<file path="src/rtl/nanprop_pkg.sv">
package nanprop_pkg;

    typedef enum logic [1:0] {
        POL_SIGFIRST = 2'd0,
        POL_FIRSTNAN = 2'd1,
        POL_CONFIG   = 2'd2,
        POL_MAGTIE   = 2'd3
    } policy_e;

    typedef enum logic [1:0] {
        CLS_NUM    = 2'd0,
        CLS_QUIET  = 2'd1,
        CLS_SIGNAL = 2'd2
    } nan_class_e;

    typedef enum logic {
        S_IDLE = 1'b0,
        S_EMIT = 1'b1
    } ctl_state_e;

endpackage

</file>
<file path="src/rtl/nanprop_classify.sv">
module nanprop_classify
    import nanprop_pkg::*;
#(
    parameter int EXP_W  = 8,
    parameter int FRAC_W = 23
) (
    input  logic [EXP_W+FRAC_W:0] word,
    input  logic                  snan_one,
    input  logic                  no_snan,
    output nan_class_e            cls
);
    localparam int MSB_POS = FRAC_W - 1;

    logic exp_full;
    logic frac_nz;
    logic msb;

    assign exp_full = &word[EXP_W+FRAC_W-1:FRAC_W];
    assign frac_nz  = |word[FRAC_W-1:0];
    assign msb      = word[MSB_POS];

    always_comb begin
        if (!(exp_full && frac_nz)) begin
            cls = CLS_NUM;
        end else if (no_snan) begin
            cls = CLS_QUIET;
        end else if (msb == snan_one) begin
            cls = CLS_SIGNAL;
        end else begin
            cls = CLS_QUIET;
        end
    end

    // a word with a clear exponent field is never a NaN
    always_comb begin
        if (!exp_full) begin
            a_r1_num_not_nan: assert (cls == CLS_NUM);
        end
        if (no_snan) begin
            a_r3_no_signal_class: assert (cls != CLS_SIGNAL);
        end
    end

endmodule

</file>
<file path="src/rtl/nanprop_pick.sv">
module nanprop_pick
    import nanprop_pkg::*;
#(
    parameter int WORD_W = 32
) (
    input  logic [WORD_W-1:0] word_a,
    input  logic [WORD_W-1:0] word_b,
    input  nan_class_e        cls_a,
    input  nan_class_e        cls_b,
    input  policy_e           policy,
    input  logic              use_first,
    output logic              pick_b
);
    logic a_nan, b_nan, a_sig, b_sig, a_q, b_q;
    logic a_bigger;

    assign a_nan = (cls_a != CLS_NUM);
    assign b_nan = (cls_b != CLS_NUM);
    assign a_sig = (cls_a == CLS_SIGNAL);
    assign b_sig = (cls_b == CLS_SIGNAL);
    assign a_q   = (cls_a == CLS_QUIET);
    assign b_q   = (cls_b == CLS_QUIET);

    // magnitude compare; sign-only difference favours the positive word
    always_comb begin
        if (word_a[WORD_W-2:0] > word_b[WORD_W-2:0]) begin
            a_bigger = 1'b1;
        end else if (word_a[WORD_W-2:0] < word_b[WORD_W-2:0]) begin
            a_bigger = 1'b0;
        end else begin
            a_bigger = (word_a < word_b);
        end
    end

    always_comb begin
        pick_b = 1'b0;
        unique case (policy)
            POL_SIGFIRST: begin
                if (a_sig)      pick_b = 1'b0;
                else if (b_sig) pick_b = 1'b1;
                else if (a_q)   pick_b = 1'b0;
                else            pick_b = 1'b1;
            end
            POL_FIRSTNAN: pick_b = !a_nan;
            POL_CONFIG: begin
                if (use_first) pick_b = !a_nan;
                else           pick_b = b_nan;
            end
            POL_MAGTIE: begin
                if (a_sig) begin
                    if (b_sig)    pick_b = !a_bigger;
                    else if (b_q) pick_b = 1'b1;
                    else          pick_b = 1'b0;
                end else if (a_q) begin
                    if (b_q)      pick_b = !a_bigger;
                    else          pick_b = 1'b0;
                end else begin
                    pick_b = 1'b1;
                end
            end
        endcase
    end

    // when exactly one operand is a NaN, every policy picks it
    always_comb begin
        if (a_nan && !b_nan) begin
            a_r9_lone_nan_a: assert (!pick_b);
        end
        if (b_nan && !a_nan) begin
            a_r9_lone_nan_b: assert (pick_b);
        end
    end

endmodule

</file>
<file path="src/rtl/nanprop_quiet.sv">
module nanprop_quiet #(
    parameter int EXP_W  = 8,
    parameter int FRAC_W = 23
) (
    input  logic [EXP_W+FRAC_W:0] word,
    input  logic                  is_sig,
    input  logic                  snan_one,
    input  logic                  dflt_mode,
    output logic [EXP_W+FRAC_W:0] result
);
    localparam int WORD_W = 1 + EXP_W + FRAC_W;
    localparam logic [WORD_W-1:0] DN_NORMAL =
        {1'b0, {EXP_W{1'b1}}, 1'b1, {(FRAC_W-1){1'b0}}};
    localparam logic [WORD_W-1:0] DN_INVERT =
        {1'b0, {EXP_W{1'b1}}, 1'b0, {(FRAC_W-1){1'b1}}};
    localparam logic [WORD_W-1:0] QBIT =
        {{(WORD_W-FRAC_W){1'b0}}, 1'b1, {(FRAC_W-1){1'b0}}};

    logic [WORD_W-1:0] dflt;

    assign dflt = snan_one ? DN_INVERT : DN_NORMAL;

    always_comb begin
        if (dflt_mode) begin
            result = dflt;
        end else if (is_sig) begin
            result = snan_one ? dflt : (word | QBIT);
        end else begin
            result = word;
        end
    end

    // a quieted result always keeps a full exponent field
    always_comb begin
        if (is_sig) begin
            a_r10_exp_full: assert (&result[WORD_W-2:FRAC_W]);
        end
    end

endmodule

</file>
<file path="src/rtl/nanprop_unit.sv">
module nanprop_unit
    import nanprop_pkg::*;
#(
    parameter int EXP_W  = 8,
    parameter int FRAC_W = 23
) (
    input  logic                        clk,
    input  logic                        rst_n,
    input  logic                        in_valid,
    input  logic [EXP_W+FRAC_W:0]       op_a,
    input  logic [EXP_W+FRAC_W:0]       op_b,
    input  logic [1:0]                  policy,
    input  logic                        use_first,
    input  logic                        snan_one,
    input  logic                        no_snan,
    input  logic                        dflt_mode,
    input  logic                        flag_clr,
    output logic                        out_valid,
    output logic [EXP_W+FRAC_W:0]       out_nan,
    output logic                        invalid_flag
);
    localparam int WORD_W = 1 + EXP_W + FRAC_W;
    localparam int N_OPS  = 2;
    localparam logic [WORD_W-1:0] DN_NORMAL =
        {1'b0, {EXP_W{1'b1}}, 1'b1, {(FRAC_W-1){1'b0}}};

    logic [WORD_W-1:0] ops [N_OPS];
    nan_class_e        cls [N_OPS];

    assign ops[0] = op_a;
    assign ops[1] = op_b;

    for (genvar i = 0; i < N_OPS; i++) begin : g_cls
        nanprop_classify #(
            .EXP_W (EXP_W),
            .FRAC_W(FRAC_W)
        ) u_cls (
            .word    (ops[i]),
            .snan_one(snan_one),
            .no_snan (no_snan),
            .cls     (cls[i])
        );
    end

    logic              pick_b;
    logic [WORD_W-1:0] chosen;
    logic              chosen_sig;
    logic [WORD_W-1:0] res_d;
    logic              inv_d;

    nanprop_pick #(
        .WORD_W(WORD_W)
    ) u_pick (
        .word_a   (op_a),
        .word_b   (op_b),
        .cls_a    (cls[0]),
        .cls_b    (cls[1]),
        .policy   (policy_e'(policy)),
        .use_first(use_first),
        .pick_b   (pick_b)
    );

    assign chosen     = pick_b ? op_b : op_a;
    assign chosen_sig = pick_b ? (cls[1] == CLS_SIGNAL) : (cls[0] == CLS_SIGNAL);
    assign inv_d      = (cls[0] == CLS_SIGNAL) || (cls[1] == CLS_SIGNAL);

    nanprop_quiet #(
        .EXP_W (EXP_W),
        .FRAC_W(FRAC_W)
    ) u_quiet (
        .word     (chosen),
        .is_sig   (chosen_sig),
        .snan_one (snan_one),
        .dflt_mode(dflt_mode),
        .result   (res_d)
    );

    // control state machine
    ctl_state_e state_q, state_d;

    always_comb begin
        state_d = state_q;
        unique case (state_q)
            S_IDLE: if (in_valid)  state_d = S_EMIT;
            S_EMIT: if (!in_valid) state_d = S_IDLE;
        endcase
    end

    always_ff @(posedge clk or negedge rst_n) begin
        if (!rst_n) state_q <= S_IDLE;
        else        state_q <= state_d;
    end

    assign out_valid = (state_q == S_EMIT);

    // output registers
    logic [WORD_W-1:0] nan_q;
    logic              flag_q;

    always_ff @(posedge clk or negedge rst_n) begin
        if (!rst_n) begin
            nan_q  <= '0;
            flag_q <= 1'b0;
        end else begin
            if (in_valid) nan_q <= res_d;
            flag_q <= (flag_q && !flag_clr) || (in_valid && inv_d);
        end
    end

    assign out_nan      = nan_q;
    assign invalid_flag = flag_q;

    // valid timing and result hold
    a_r11_valid_follows: assert property (@(posedge clk) disable iff (!rst_n)
        in_valid |=> out_valid);
    a_r11_valid_drops: assert property (@(posedge clk) disable iff (!rst_n)
        !in_valid |=> !out_valid);
    a_r11_hold: assert property (@(posedge clk) disable iff (!rst_n)
        !in_valid |=> $stable(out_nan));
    // sticky flag
    a_r4_sticky: assert property (@(posedge clk) disable iff (!rst_n)
        (invalid_flag && !flag_clr) |=> invalid_flag);
    a_r4_clear: assert property (@(posedge clk) disable iff (!rst_n)
        (flag_clr && !in_valid) |=> !invalid_flag);
    // no signaling means no new invalid
    a_r3_no_raise: assert property (@(posedge clk) disable iff (!rst_n)
        (in_valid && no_snan && (flag_clr || !invalid_flag)) |=> !invalid_flag);
    // default mode, normal polarity
    a_r5_default: assert property (@(posedge clk) disable iff (!rst_n)
        (in_valid && dflt_mode && !snan_one) |=> (out_nan == DN_NORMAL));
    // normal polarity output is quiet whenever some operand was a NaN
    a_r10_quiet_out: assert property (@(posedge clk) disable iff (!rst_n)
        (in_valid && !snan_one && !no_snan &&
         ((cls[0] != CLS_NUM) || (cls[1] != CLS_NUM)))
        |=> (out_nan[FRAC_W-1] && (&out_nan[WORD_W-2:FRAC_W])));

endmodule

</file>
<file path="config.mk">
export PLATFORM = sky130hd
export DESIGN_NAME = nanprop_unit
export DESIGN_NICKNAME = d
export VERILOG_FILES = /design/src/rtl/nanprop_pkg.sv /design/src/rtl/nanprop_classify.sv /design/src/rtl/nanprop_pick.sv /design/src/rtl/nanprop_quiet.sv /design/src/rtl/nanprop_unit.sv
export SDC_FILE = /design/constraint.sdc
export NUM_CORES = 1
export LEC_CHECK = 0
export BUFFER_PORTS_ARGS = -buffer_cell sky130_fd_sc_hd__buf_2
export CELL_PAD_IN_SITES_DETAIL_PLACEMENT = 0
export CELL_PAD_IN_SITES_GLOBAL_PLACEMENT = 1
export CORE_UTILIZATION = 30
export DETAILED_ROUTE_END_ITERATION = 10
export PLACE_DENSITY_LB_ADDON = 0.1
export SETUP_SLACK_MARGIN = 0.02
export SYNTH_ARGS = -nofsm -noshare
export SYNTH_HDL_FRONTEND = slang
export SYNTH_SLANG_ARGS = --single-unit
</file>
<file path="constraint.sdc">
create_clock -name clk -period 1.8 [get_ports clk]
set_input_delay 0.18 -clock clk [delete_from_list [all_inputs] [get_ports clk]]
set_output_delay 0.18 -clock clk [all_outputs]
set_load 0.02 [all_outputs]
</file>
==> impl_results.md <==
- Power per cell area: 515 nW/um2
- Commonest non-fill, non-tap cell in the layout: buf_2
- Worst setup path startpoint: op_a[21]
- Count of pins over their slew limit: 0
- Async S/R FF share, synth: 100%
- GP Congestion: around 0.82
- Num CTS Buffers: 5
- Worst r2r src: out_nan[22]$_DFFE_PN0P_
- Top fanout value on the critical path: 4
- Hold Path Class: in2reg
- Final WS setup: -0.676 ns
- Worst Path Required: slightly below 2 ns
- NumNets Final: 646
- Initial Util: between 30% and 40%
- CP bufs+invs: 3
- Routed WL: between 10000 and 15000 um
- Crit path launch type: primary input
- Core ar.: ~9400 um2
- CP Class: in2reg
- Slew @ Worst Pin: 0.756 ns
- Arr. time, crit path: approximately 2.6 ns
- Outcome: finished with violations
- Ports: ~110
- Root Buffer: clkbuf_8
- Final Cycle Share: 138%
- Cell Area, Synth: slightly below 3000 um2
- HPWL after DPL: approximately 8200 um
- Crit path cell chain: buf_8, ha_4, a41o_1, a221oi_4, o211a_1, o21ai_2, a211o_2, o21a_4, buf_4, buf_16, mux2i_1, o221ai_4
- Leak Pwr: ~2.5 nW
- Ys flop type: dfrtp_1
- Initial detailed-routing violation count: 84
- P&R area growth vs syn: 76.5%
- Yosys top cell area share: 28.7%
- Fraction of layout cells with a size suffix above 1: between 50 and 60%
- Vias in the first global route: approximately 3400
- Peak Freq: slightly above 400 MHz
- Max clock buf depth: 2
- Unrepaired setup endpoints after global routing: true
- Initial antenna violation count: 0
- Port Buffers: 107
- DRT Pass-1 Iters: 4
- Critical path destination: out_nan[3]$_DFFE_PN0P_
- Crit-path slowest cell: a211o_2
- Post-route ant nets: 0
- Clk_skew: 0 ns
- Sequential share of the synthesized area: 28.7%
- Total die area: about 10000 um2
- Fin util: between 50 and 60%
- Clk sinks: 34
- Via count: about 3300
- Rel. slew slack: 49.1%
- R2R setup slack: 0.93 ns
- Yosys Warn Count: 0
- R2R depth: 2
- Setup-failing EPs final: 32
- First-pass GRT wire length: 17200 um
- Max_cap viols: 0
- Worst R2R End: out_nan[22]$_DFFE_PN0P_
- Post-synthesis cell type with the largest combined area: dfrtp_1
- EDFF count, synth: 0
- Dpl ws: -1.12 ns
- CP Capture Type: flop
- Distinct cells, synth: 50
- Wire length per cell: 16.5 um
- Top cell family by delay on the critical path: compound AO/OA/AOI/OAI gates
- H-tree levels: 2
- Die H: ~100 um
- Syn Nets: 439
- GRT overflow: 0
- Crit path largest cell delay: 0.38 ns
- CTS tree: yes
- Endpoints failing hold: 0
- Synth Area per Inst: approximately 8.9 um2
- Seq cells post-synth: 34
- Largest net degree at the start of global routing: 35
- Worst VDD drop: roughly 0.00025 V
- CTS clk-pin slew, worst paths: roughly 0.07 ns
- # rows: 35
- Avg Vias per Cell: between 4 and 5
- Ant. Diodes: 0
- Commonest cells after routing, fill and taps aside: 101 x buf_2, 94 x buf_4, 52 x inv_1
- Crit path depth: 12
- Synth Instances: approximately 330
- Die width: 101 um
- Area contributors post-synth: dfrtp_1 29%, ha_1 13%, mux2i_1 11%
- Failing checks: negative setup slack
- GRT Overall Usage: about 22%
- Remaining DRCs: 0
- Crit path time final: about 2.5 ns
- Clk_lat worst skew: approximately 0.28 ns
[power breakdown]
group	leakage, nW	switching (mW)	internal (mW)
clock	0.0438	0.303	0.260
combinational	2.08	0.641	0.605
sequential	0.399	0.0432	0.847
[per-layer routing]
layer,track usage (%),part of all wire (%)
met3,2.69,4.0
met4,5.13,1.5
met1,30.0,48
met2,37.5,47
met5,0,0
[synth_stat cells (3+ instances only)]
cell / count
nand2_1: 9
nand4_1: 9
nand3_1: 5
buf_6: 5
inv_1: 58
ha_1: 32
nor3_1: 4
nor4_1: 10
a21oi_1: 20
or2_2: 4
a21boi_0: 3
clkbuf_1: 6
o211ai_1: 4
nor2_1: 19
dfrtp_1: 34
o221ai_1: 20
a21o_1: 6
o21ai_0: 12
o211a_1: 3
mux2i_1: 33
and3_1: 3
[how the worst min path moves through the flow]
stage | start | endpoint | slack, ns | cells after the start
4_1_cts | flag_clr | invalid_flag$_DFF_PN0_ | 0.05 | 2
3_3_place_gp | rst_n | out_nan[25]$_DFFE_PN0P_ | 0.26 | 2
2_1_floorplan | rst_n | invalid_flag$_DFF_PN0_ | -0.12 | 0
3_5_place_dp | rst_n | out_valid$_DFF_PN0_ | 0.26 | 2
5_1_grt | flag_clr | invalid_flag$_DFF_PN0_ | 0.06 | 2
6_report | flag_clr | invalid_flag$_DFF_PN0_ | 0.06 | 2
[layout make-up]
| class | count | area (um2) |
|---|---|---|
| sequential | 34 | 851 |
| fill | 885 | 4180 |
| clock inverter | 2 | 10.0 |
| timing repair buffer | 212 | 1500 |
| tap | 129 | 161 |
| inverter | 58 | 225 |
| clock buffer | 5 | 68.8 |
| multi-input combinational | 229 | 2430 |
[timing repair]
item / CTS / global route
gates cloned: 3 / 1
hold buffers: 1 / 0
gates resized for setup: 58 / 53
pin swaps: 12 / 16
hold endpoints to repair: 34 / 0
endpoints found under the setup margin: 32 / 33
setup buffers: 9 / 0
[cells by family (layout without fill, tap and decap cells)]
kind of cell	after synthesis	in the layout	share of synthesized area, %
AND/OR/NAND/NOR	72	72	12.9
XOR/XNOR	2	2	0.590
adder cells (fa/ha/maj)	32	32	13.5
flip-flops	34	34	28.7
multiplexers	34	34	11.5
buffers and inverters	70	277	10.2
AO/OA/AOI/OAI	89	89	22.7
[through the flow]
stage | cells | power, mW | cell area [um2] | TNS, ns | hold WS (ns)
floorplan | 333 | 1.41 | 3070 | -22.46 | -0.116
global placement | 650 | 1.90 | 4410 | -32.42 | 0.264
finish | 669 | 2.70 | 5240 | -18.75 | 0.0634
detailed placement | 650 | 1.90 | 4410 | -33.91 | 0.262
global route | 669 | 2.87 | 5240 | -21.97 | 0.0642
CTS | 670 | 2.61 | 4960 | -16.53 | 0.0541
[state kept, by name (all words and copies together), names as in the netlist]
register and count:
invalid_flag 1, out_nan 32, out_valid 1
[worst reg2reg max path, delay by kind of cell, from the launching register on]
kind,cells,cell delay (ns)
DFF,1,0.37
and+or+nand+nor,1,0.27
AOI/OAI and AO/OA,1,0.13
(Power assumes the default switching activity.)
